<file path="src/rtl/ldrv_pkg.sv">
package ldrv_pkg;

    localparam int DATA_W = 8;

    // Bit positions that software decodes.
    localparam int BIT_MAIN = 7;
    localparam int BIT_TEST = 6;
    localparam int BIT_RES  = 5;
    localparam int BIT_OC   = 1;
    localparam int BIT_OL   = 0;

    localparam int NUM_FLAGS = 2;
    localparam int FLAG_OC   = 1;
    localparam int FLAG_OL   = 0;

    typedef struct packed {
        logic main_en;
        logic test_en;
        logic res_en;
    } ctl_t;

    typedef struct packed {
        logic oc;
        logic ol;
    } flags_t;

    typedef struct packed {
        logic t1;
        logic t2;
    } gates_t;

    function automatic logic [DATA_W-1:0] pack_view(ctl_t c, flags_t f);
        logic [DATA_W-1:0] v;
        v           = '0;
        v[BIT_MAIN] = c.main_en;
        v[BIT_TEST] = c.test_en;
        v[BIT_RES]  = c.res_en;
        v[BIT_OC]   = f.oc;
        v[BIT_OL]   = f.ol;
        return v;
    endfunction

    function automatic gates_t gate_of(ctl_t c, flags_t f);
        gates_t g;
        logic   allow;
        allow = !c.test_en && !f.oc;
        g.t1  = c.res_en  && allow;
        g.t2  = c.main_en && allow;
        return g;
    endfunction

endpackage

</file>
<file path="src/rtl/ldrv_fault_flag.sv">
module ldrv_fault_flag (
    input  logic clk,
    input  logic rst,
    input  logic det,
    input  logic clr,
    output logic flag
);
    always_ff @(posedge clk) begin
        if (rst)
            flag <= 1'b0;
        else if (det)
            flag <= 1'b1;
        else if (clr)
            flag <= 1'b0;
    end

    a_r4_set_on_fault: assert property (@(posedge clk) disable iff (rst)
        det |=> flag);
    a_r8_clear_without_fault: assert property (@(posedge clk) disable iff (rst)
        (clr && !det) |=> !flag);
    a_r7_hold_when_idle: assert property (@(posedge clk) disable iff (rst)
        (!clr && !det) |=> $stable(flag));
endmodule

</file>
<file path="src/rtl/ldrv_ctl_bits.sv">
module ldrv_ctl_bits
    import ldrv_pkg::*;
(
    input  logic              clk,
    input  logic              rst,
    input  logic              wr,
    input  logic [DATA_W-1:0] wdata,
    output ctl_t              ctl
);
    logic clr_oc_w, clr_ol_w;
    assign clr_oc_w = wdata[BIT_OC];
    assign clr_ol_w = wdata[BIT_OL];

    always_ff @(posedge clk) begin
        if (rst) begin
            ctl <= '0;
        end else if (wr) begin
            ctl.test_en <= wdata[BIT_TEST];
            ctl.res_en  <= wdata[BIT_RES];
            if (clr_ol_w)
                ctl.main_en <= 1'b0;
            else if (clr_oc_w)
                ctl.main_en <= 1'b1;
            else
                ctl.main_en <= wdata[BIT_MAIN];
        end
    end

    a_r5_oc_clear_turns_on: assert property (@(posedge clk) disable iff (rst)
        (wr && clr_oc_w && !clr_ol_w) |=> ctl.main_en);
    a_r6_ol_clear_turns_off: assert property (@(posedge clk) disable iff (rst)
        (wr && clr_ol_w) |=> !ctl.main_en);
    a_r3_no_write_holds: assert property (@(posedge clk) disable iff (rst)
        !wr |=> $stable(ctl));
endmodule

</file>
<file path="src/rtl/ldrv_ctl_reg.sv">
module ldrv_ctl_reg
    import ldrv_pkg::*;
#(
    parameter int                ADDR_W   = 8,
    parameter logic [ADDR_W-1:0] REG_ADDR = 8'h05
) (
    input  logic              clk,
    input  logic              rst,
    input  logic [ADDR_W-1:0] bus_addr,
    input  logic              bus_we,
    input  logic [DATA_W-1:0] bus_wdata,
    output logic [DATA_W-1:0] bus_rdata,
    input  logic              short_det,
    input  logic              open_det,
    output logic              gate_t1_en,
    output logic              gate_t2_en
);
    logic                 hit;
    logic                 wr;
    ctl_t                 ctl;
    flags_t               flags;
    gates_t               gates;
    logic [NUM_FLAGS-1:0] det_vec;
    logic [NUM_FLAGS-1:0] clr_vec;
    logic [NUM_FLAGS-1:0] flag_vec;

    assign hit = (bus_addr == REG_ADDR);
    assign wr  = hit && bus_we;

    assign det_vec[FLAG_OC] = short_det;
    assign det_vec[FLAG_OL] = open_det;
    assign clr_vec[FLAG_OC] = wr && bus_wdata[BIT_OC];
    assign clr_vec[FLAG_OL] = wr && bus_wdata[BIT_OL];

    for (genvar i = 0; i < NUM_FLAGS; i++) begin : g_flag
        ldrv_fault_flag u_flag (
            .clk  (clk),
            .rst  (rst),
            .det  (det_vec[i]),
            .clr  (clr_vec[i]),
            .flag (flag_vec[i])
        );
    end

    assign flags.oc = flag_vec[FLAG_OC];
    assign flags.ol = flag_vec[FLAG_OL];

    ldrv_ctl_bits u_ctl (
        .clk   (clk),
        .rst   (rst),
        .wr    (wr),
        .wdata (bus_wdata),
        .ctl   (ctl)
    );

    assign gates      = gate_of(ctl, flags);
    assign gate_t1_en = gates.t1;
    assign gate_t2_en = gates.t2;
    assign bus_rdata  = hit ? pack_view(ctl, flags) : '0;

    a_r3_miss_reads_zero: assert property (@(posedge clk) disable iff (rst)
        !hit |-> (bus_rdata == '0));
    a_r10_test_blocks_gates: assert property (@(posedge clk) disable iff (rst)
        ctl.test_en |-> (!gate_t1_en && !gate_t2_en));
    a_r11_short_blocks_gates: assert property (@(posedge clk) disable iff (rst)
        flags.oc |-> (!gate_t1_en && !gate_t2_en));
    a_r2_reserved_zero: assert property (@(posedge clk) disable iff (rst)
        bus_rdata[4:2] == 3'b000);
endmodule

</file>
<file path="config.mk">
export PLATFORM = sky130hd
export DESIGN_NAME = ldrv_ctl_reg
export DESIGN_NICKNAME = d
export VERILOG_FILES = /design/src/rtl/ldrv_pkg.sv /design/src/rtl/ldrv_fault_flag.sv /design/src/rtl/ldrv_ctl_bits.sv /design/src/rtl/ldrv_ctl_reg.sv
export SDC_FILE = /design/constraint.sdc
export NUM_CORES = 1
export LEC_CHECK = 0
export BUFFER_PORTS_ARGS = -buffer_cell sky130_fd_sc_hd__buf_2
export CORE_AREA = 2 2 39 41
export DETAILED_ROUTE_END_ITERATION = 6
export DIE_AREA = 0 0 41 43
export PLACE_DENSITY = 0.56
export SYNTH_ARGS = -nofsm -noshare
export SYNTH_HDL_FRONTEND = slang
export SYNTH_SLANG_ARGS = --single-unit
export TNS_END_PERCENT = 50
</file>
<file path="constraint.sdc">
create_clock -name clk -period 1.4 [get_ports clk]
set_input_delay 0.42 -clock clk [delete_from_list [all_inputs] [get_ports clk]]
set_output_delay 0.42 -clock clk [all_outputs]
set_load 0.005 [all_outputs]
</file>
==> flow_summary.ini, run 1 <==
[logic_synthesis]
yosys-mux-area-fraction_pct = 8.82
synth.distinct_cells = 15
yosys.area_share.simple_pct = 41.9
synth-seq-cells = 5
yosysWarnings = 0
synth_xor_area_share_pct = 0
ys_seq_area_share_pct = 29.4
synth_area_um2 = 340
synth_top_family_by_area = simple AND/OR/NAND/NOR gates
synth_compound_area_share_pct = 6.62
synthCells = 36
synth.avg_cell_area_um2 = 9.45
yosys.area_share.adder_pct = 0

[detailed_routing]
via_per_inst = 4.32
wirelength_um = 736
dr.first_iter.drc_count = 0
postRouteAntennaNets = 0
vias = 337
avgRoutedWirePerCell_um = 9.44
drc_errors = 0
drt_first_pass_iters = 1

[clock_network]
ctsHtreeMaxLevel = 1
post_cts_buffers = 0
cts_sinks = 5
clock_latency_ns = 0.24
cts-buffers-inserted = 3
cts_root_buf = clkbuf_4
clk_path_buf_depth = 2
cts_tree = yes
clk_pin_slew_ns = 0.04

[die]
start_util_pct = 24.6
ios = 31
die_y_um = 43
fp.dieW_um = 41
row_count = 14
core-area_mm2 = 0.00138
die_area_mm2 = 0.00176

[critical_path]
reg2reg_from = g_flag[1].u_flag.flag
path_buf_inv = 2
endpoint = bus_rdata[7]
end_kind = output port
crit_fanout = 6
reg2regPathDepth = 2
cp-startpoint = bus_addr[3]
r2r_slack_ns = 0.65
critPathMaxStageDelay_ns = 0.34
critPathLaunchType = primary input
cp_cell_sequence = buf_6 > nor4bb_4 > and3_2 > buf_2
required_ns = 0.98
crit_slowest_cell = nor4bb_4
arrival_ns = 1.18
crit_type = in -> out
cp_num_cells = 4
r2r-end = g_flag[1].u_flag.flag
critical-path-top-delay-family = simple AND/OR/NAND/NOR gates

[global_routing]
grt_first_pass_wirelength_mm = 1.04
grt_max_degree = 9
globalRouteTotalUtil_pct = 8.54
grt_pass1_vias = 295
overflow = 0
grt_antenna_before_repair = 0

[pwr]
p_per_area_mw_per_mm2 = 742
total_leakage_power_nw = 0.266
ir_worst_vdd_v = 0.000360
power_mw = 0.371

[cells_and_area]
fillers = 158
final_nets = 84
insertedDiodeCount = 0
area_growth_pct = 46.7
seqCellArea_um2 = 100
multi_input_area_um2 = 206
final_layout_size_suffix_gt1_share_pct = 48.4
finalCoreUtilization_pct = 36.1

[sta]
timing.fmax_ghz = 0.627
final.min_clock_period_ns = 1.60
rsz0062_at_grt = yes
tns_ns = -0.909
fin_crit_sh_pct = 114
drv_slew = 0
hold_ws_ns = 0.389
clock_skew_ns = 0
hold_viol_final = 0
fin_ws_ns = -0.195
finalSetupViolCount = 5

[min_path]
hold_class = in -> reg

[flow_run]
cap_viol_max_count = 0

[placed_design]
portBuffers = 24
place_congestion = 0.636

[outcome]
violations = setup timing
outcome = complete, but fails checks
[flip-flops by register name (all words and copies together) (netlist names)]
register            cells
g_flag.u_flag.flag      2
u_ctl.ctl               3
[final cells by class]
cell class	instances	area share [%]
clock buffers	4	5.26
inverters	2	1.50
multi-input cells	27	41.4
flip-flops and latches	5	20.1
well taps	16	4.01
repair buffers	24	27.8
[per-layer routing]
| metal | vias up | wire [um] | global-route usage [%] |
|---|---|---|---|
| met5 | - | 0 | 0 |
| met4 | 0 | 17 | 6.00 |
| met3 | 2 | 105 | 1.57 |
| met2 | 21 | 322 | 14.1 |
| met1 | 141 | 292 | 9.03 |
| li1 | 173 | - | - |
[stage by stage]
| step | cells | cell area [um2] | setup WS, ns |
|---|---|---|---|
| 6_report | 78 | 499 | -0.195 |
| 5_1_grt | 78 | 499 | -0.254 |
| 4_1_cts | 78 | 499 | -0.206 |
| 3_5_place_dp | 74 | 454 | -0.227 |
| 3_3_place_gp | 74 | 454 | -0.225 |
| 2_1_floorplan | 38 | 348 | 0.0270 |
[cells by family after synthesis]
kind of cell,count (synthesis)
AND/OR/NAND/NOR,18
other,1
buffers and inverters,6
AO/OA/AOI/OAI,3
multiplexers,3
flip-flops,5
[cells in the mapped netlist]
cell type  number  area share [%]
a311oi_1        2             5.1
nor3b_1         2             4.4
buf_4           3             6.6
nor4_4          1             6.2
nand2b_1        5             9.2
o21ai_0         1             1.5
mux2i_1         3             8.8
and3_2          1             2.2
conb_1          1             1.1
nor4bb_4        1             7.4
nor2_1          3             3.3
inv_1           2             2.2
buf_6           1             3.3
and3_1          5             9.2
dfxtp_1         5              29
[how the worst min path moves through the flow]
stage,slack (ns),to,startpoint,cells after the start
global placement,0.47,u_ctl.ctl[0],u_ctl.ctl[0],2
finish,0.39,g_flag[0].u_flag.flag,bus_wdata[0],2
floorplan,0.45,u_ctl.ctl[2],u_ctl.ctl[2],2
global route,0.40,g_flag[0].u_flag.flag,bus_wdata[0],2
detailed placement,0.49,u_ctl.ctl[2],u_ctl.ctl[2],2
CTS,0.39,g_flag[0].u_flag.flag,bus_wdata[0],2
[cell usage in the layout, fill, tap and decap left out]
master / netlist / layout
o21ai_0: 1 / 1
conb_1: 1 / 3
inv_1: 2 / 2
nor4bb_4: 1 / 1
clkbuf_1: 0 / 1
nor2_1: 3 / 3
nor3b_1: 2 / 2
clkbuf_4: 0 / 3
and3_2: 1 / 1
a311oi_1: 2 / 2
dfxtp_1: 5 / 5
nor4_4: 1 / 1
and3_1: 5 / 5
buf_2: 0 / 21
mux2i_1: 3 / 3
buf_6: 1 / 3
nand2b_1: 5 / 5
[timing repair]
| item | in CTS | in global routing |
|---|---|---|
| pin swaps | 2 | 2 |
| hold buffers | 0 | 0 |
| gates resized for setup | 3 | 0 |
| endpoints found under the setup margin | 5 | 5 |
[report_power, final]
| part | switching [mW] | internal, mW | leakage (nW) | total [mW] |
|---|---|---|---|---|
| Clock | 0.0578 | 0.108 | 0.0150 | 0.165 |
| Combinational | 0.0213 | 0.0337 | 0.210 | 0.0550 |
| Sequential | 0.00295 | 0.147 | 0.0409 | 0.150 |
| Total | 0.0821 | 0.289 | 0.266 | 0.371 |
Power figures use the tool's default switching activity.
==> run 2, diff against run 1 <==
- PLACE_DENSITY: 0.56 -> 0.59
- SYNTH_HIERARCHICAL: unset -> 1
==> flow_summary.ini, run 2 <==
[outcome]
outcome = complete, but fails checks
violations = setup timing

[detailed_routing]
avgRoutedWirePerCell_um = 8.77
drt_first_pass_iters = 2
vias = 374
wirelength_um = 789
dr.first_iter.drc_count = 5
via_per_inst = 4.16
postRouteAntennaNets = 0
drc_errors = 0

[flow_run]
cap_viol_max_count = 0

[die]
row_count = 14
fp.dieW_um = 41
die_y_um = 43
start_util_pct = 27.8
ios = 31
core-area_mm2 = 0.00138
die_area_mm2 = 0.00176

[logic_synthesis]
ys_dominant_reg_cell = dfxtp_1
synth_most_common_cell = inv_1
synth.distinct_cells = 16
yosys.area_share.simple_pct = 40.6
ys_async_sr_fraction_pct = 0
synthCells = 45
synth.avg_cell_area_um2 = 8.56
synth_xor_area_share_pct = 0
synth-seq-cells = 5
yosysTopAreaCellShare_pct = 26.0
yosys-mux-area-fraction_pct = 5.19
synth_edf_count = 0
ys_seq_area_share_pct = 26.0
synth_area_leader_cell = dfxtp_1
synth_area_um2 = 385
yosysWarnings = 6
synth_top_family_by_area = simple AND/OR/NAND/NOR gates
synth_common_cells = inv_1, nor3_2, dfxtp_1
synth_compound_area_share_pct = 7.79
yosys.area_share.adder_pct = 0
synth_area_leaders = dfxtp_1, nor3_2, inv_1

[placed_design]
place_congestion = 0.616
portBuffers = 24
dpl.cell_count = 85
place_ws_ns = -0.515

[critical_path]
critPathMostFrequentCell = buf_6
end_kind = output port
arrival_ns = 1.48
cp-startpoint = bus_addr[4]
critPathLaunchType = primary input
crit_fanout = 7
crit_slowest_cell = or4b_4
crit_type = in -> out
r2r_slack_ns = 0.73
critPathMaxStageDelay_ns = 0.52
required_ns = 0.98
cp_cell_sequence = buf_6 > or4b_4 > buf_6 > nor3_4 > buf_2
reg2reg_from = g_flag[1].u_flag/flag

[cells_and_area]
area_growth_pct = 60.7
reg_top3 = u_ctl/ctl: 3 flops, g_flag.u_flag/flag: 2 flops
layout_common_cells = buf_2, nor3_4, inv_1, dfxtp_1
finalCoreUtilization_pct = 44.8
final_common_cell = buf_2
largest_register_ff_count = 3
final_cells = 90
regMostFlops = u_ctl/ctl
final_nets = 96
insertedDiodeCount = 0
final_layout_size_suffix_gt1_share_pct = 62.2

[clock_network]
clk_path_buf_depth = 2
cts_tree = yes
cts-buffers-inserted = 3
cts_root_buf = clkbuf_4
cts_sinks = 5
ctsHtreeMaxLevel = 1
clock_latency_ns = 0.23
clk_pin_slew_ns = 0.04
hold_buffers = 0

[global_routing]
overflow = 0
grt_max_degree = 8
globalRouteTotalUtil_pct = 10.0
grt_antenna_before_repair = 0
grt_pass1_vias = 299
grt_first_pass_wirelength_mm = 1.17

[min_path]
worst_hold_startpoint = rst
hold_class = in -> reg

[pwr]
ir_worst_vdd_v = 0.000642
p_per_area_mw_per_mm2 = 609
total_leakage_power_nw = 0.357

[sta]
clock_skew_ns = 0
drv_slew = 0
tns_ns = -3.54
hold_viol_final = 0
timing.fmax_ghz = 0.527
finalSetupViolCount = 10
rsz0062_at_grt = yes
fin_ws_ns = -0.498
hold_ws_ns = 0.410
final.min_clock_period_ns = 1.90
fin_crit_sh_pct = 136
==> run 2: cell types whose count changed in the layout (fill, tap and decap cells not counted), moves of 3 or more <==
cell	change
nor3_4	+8
buf_4	+3
inv_1	+6
and3_1	-5
==> run 2: final timing paths <==
kind | depth (start not counted) | end
worst max register to register | 2 | g_flag[1].u_flag/flag
worst min register to register | 2 | u_ctl/ctl[2]
worst min-delay path | 2 | g_flag[0].u_flag/flag
worst max-delay path | 5 | bus_rdata[1]
==> run 2: layout make-up <==
type	count	area, um2
Tap cell	16	20.0
Inverter	9	33.8
Clock buffer	4	26.3
Multi-Input combinational cell	28	273
Timing Repair Buffer	28	166
Sequential cell	5	100
Fill cell	159	764
==> run 2: report_power, final <==
group / internal (mW) / switching (mW)
clock network: 0.107 / 0.0528
registers: 0.147 / 0.00386
logic: 0.0328 / 0.0332
==> run 2: kinds of logic after synthesis <==
logic type | count (synthesis)
mux | 2
buf+inv | 14
other cells | 1
compound gates | 4
simple gates | 19
flops | 5
==> run 2: stage by stage <==
stage	instance area [um2]	total power, mW
finish	619	0.377
global route	619	0.418
CTS	609	0.385
detailed placement	556	0.213
global placement	556	0.212
floorplan	438	0.190
==> run 2: worst max-delay path, delay by kind of cell <==
kind	cells	cell delay, ns
and+or+nand+nor	2	0.67
buffers and inverters	3	0.39
==> run 2: timing repair <==
item	in CTS	in global routing
gates resized for setup	4	3
buffers inserted	1	0
pin swaps	5	1
endpoints found under the setup margin	10	12
==> run 2: routing by layer <==
metal	GRT usage, %	up-vias	part of all wire [%]	wire length [um]
li1	-	196	-	-
met1	10.8	158	38	301
met2	15.0	20	49	387
met3	6.28	0	13	100
met4	4.00	0	0	0
met5	0	-	0	0
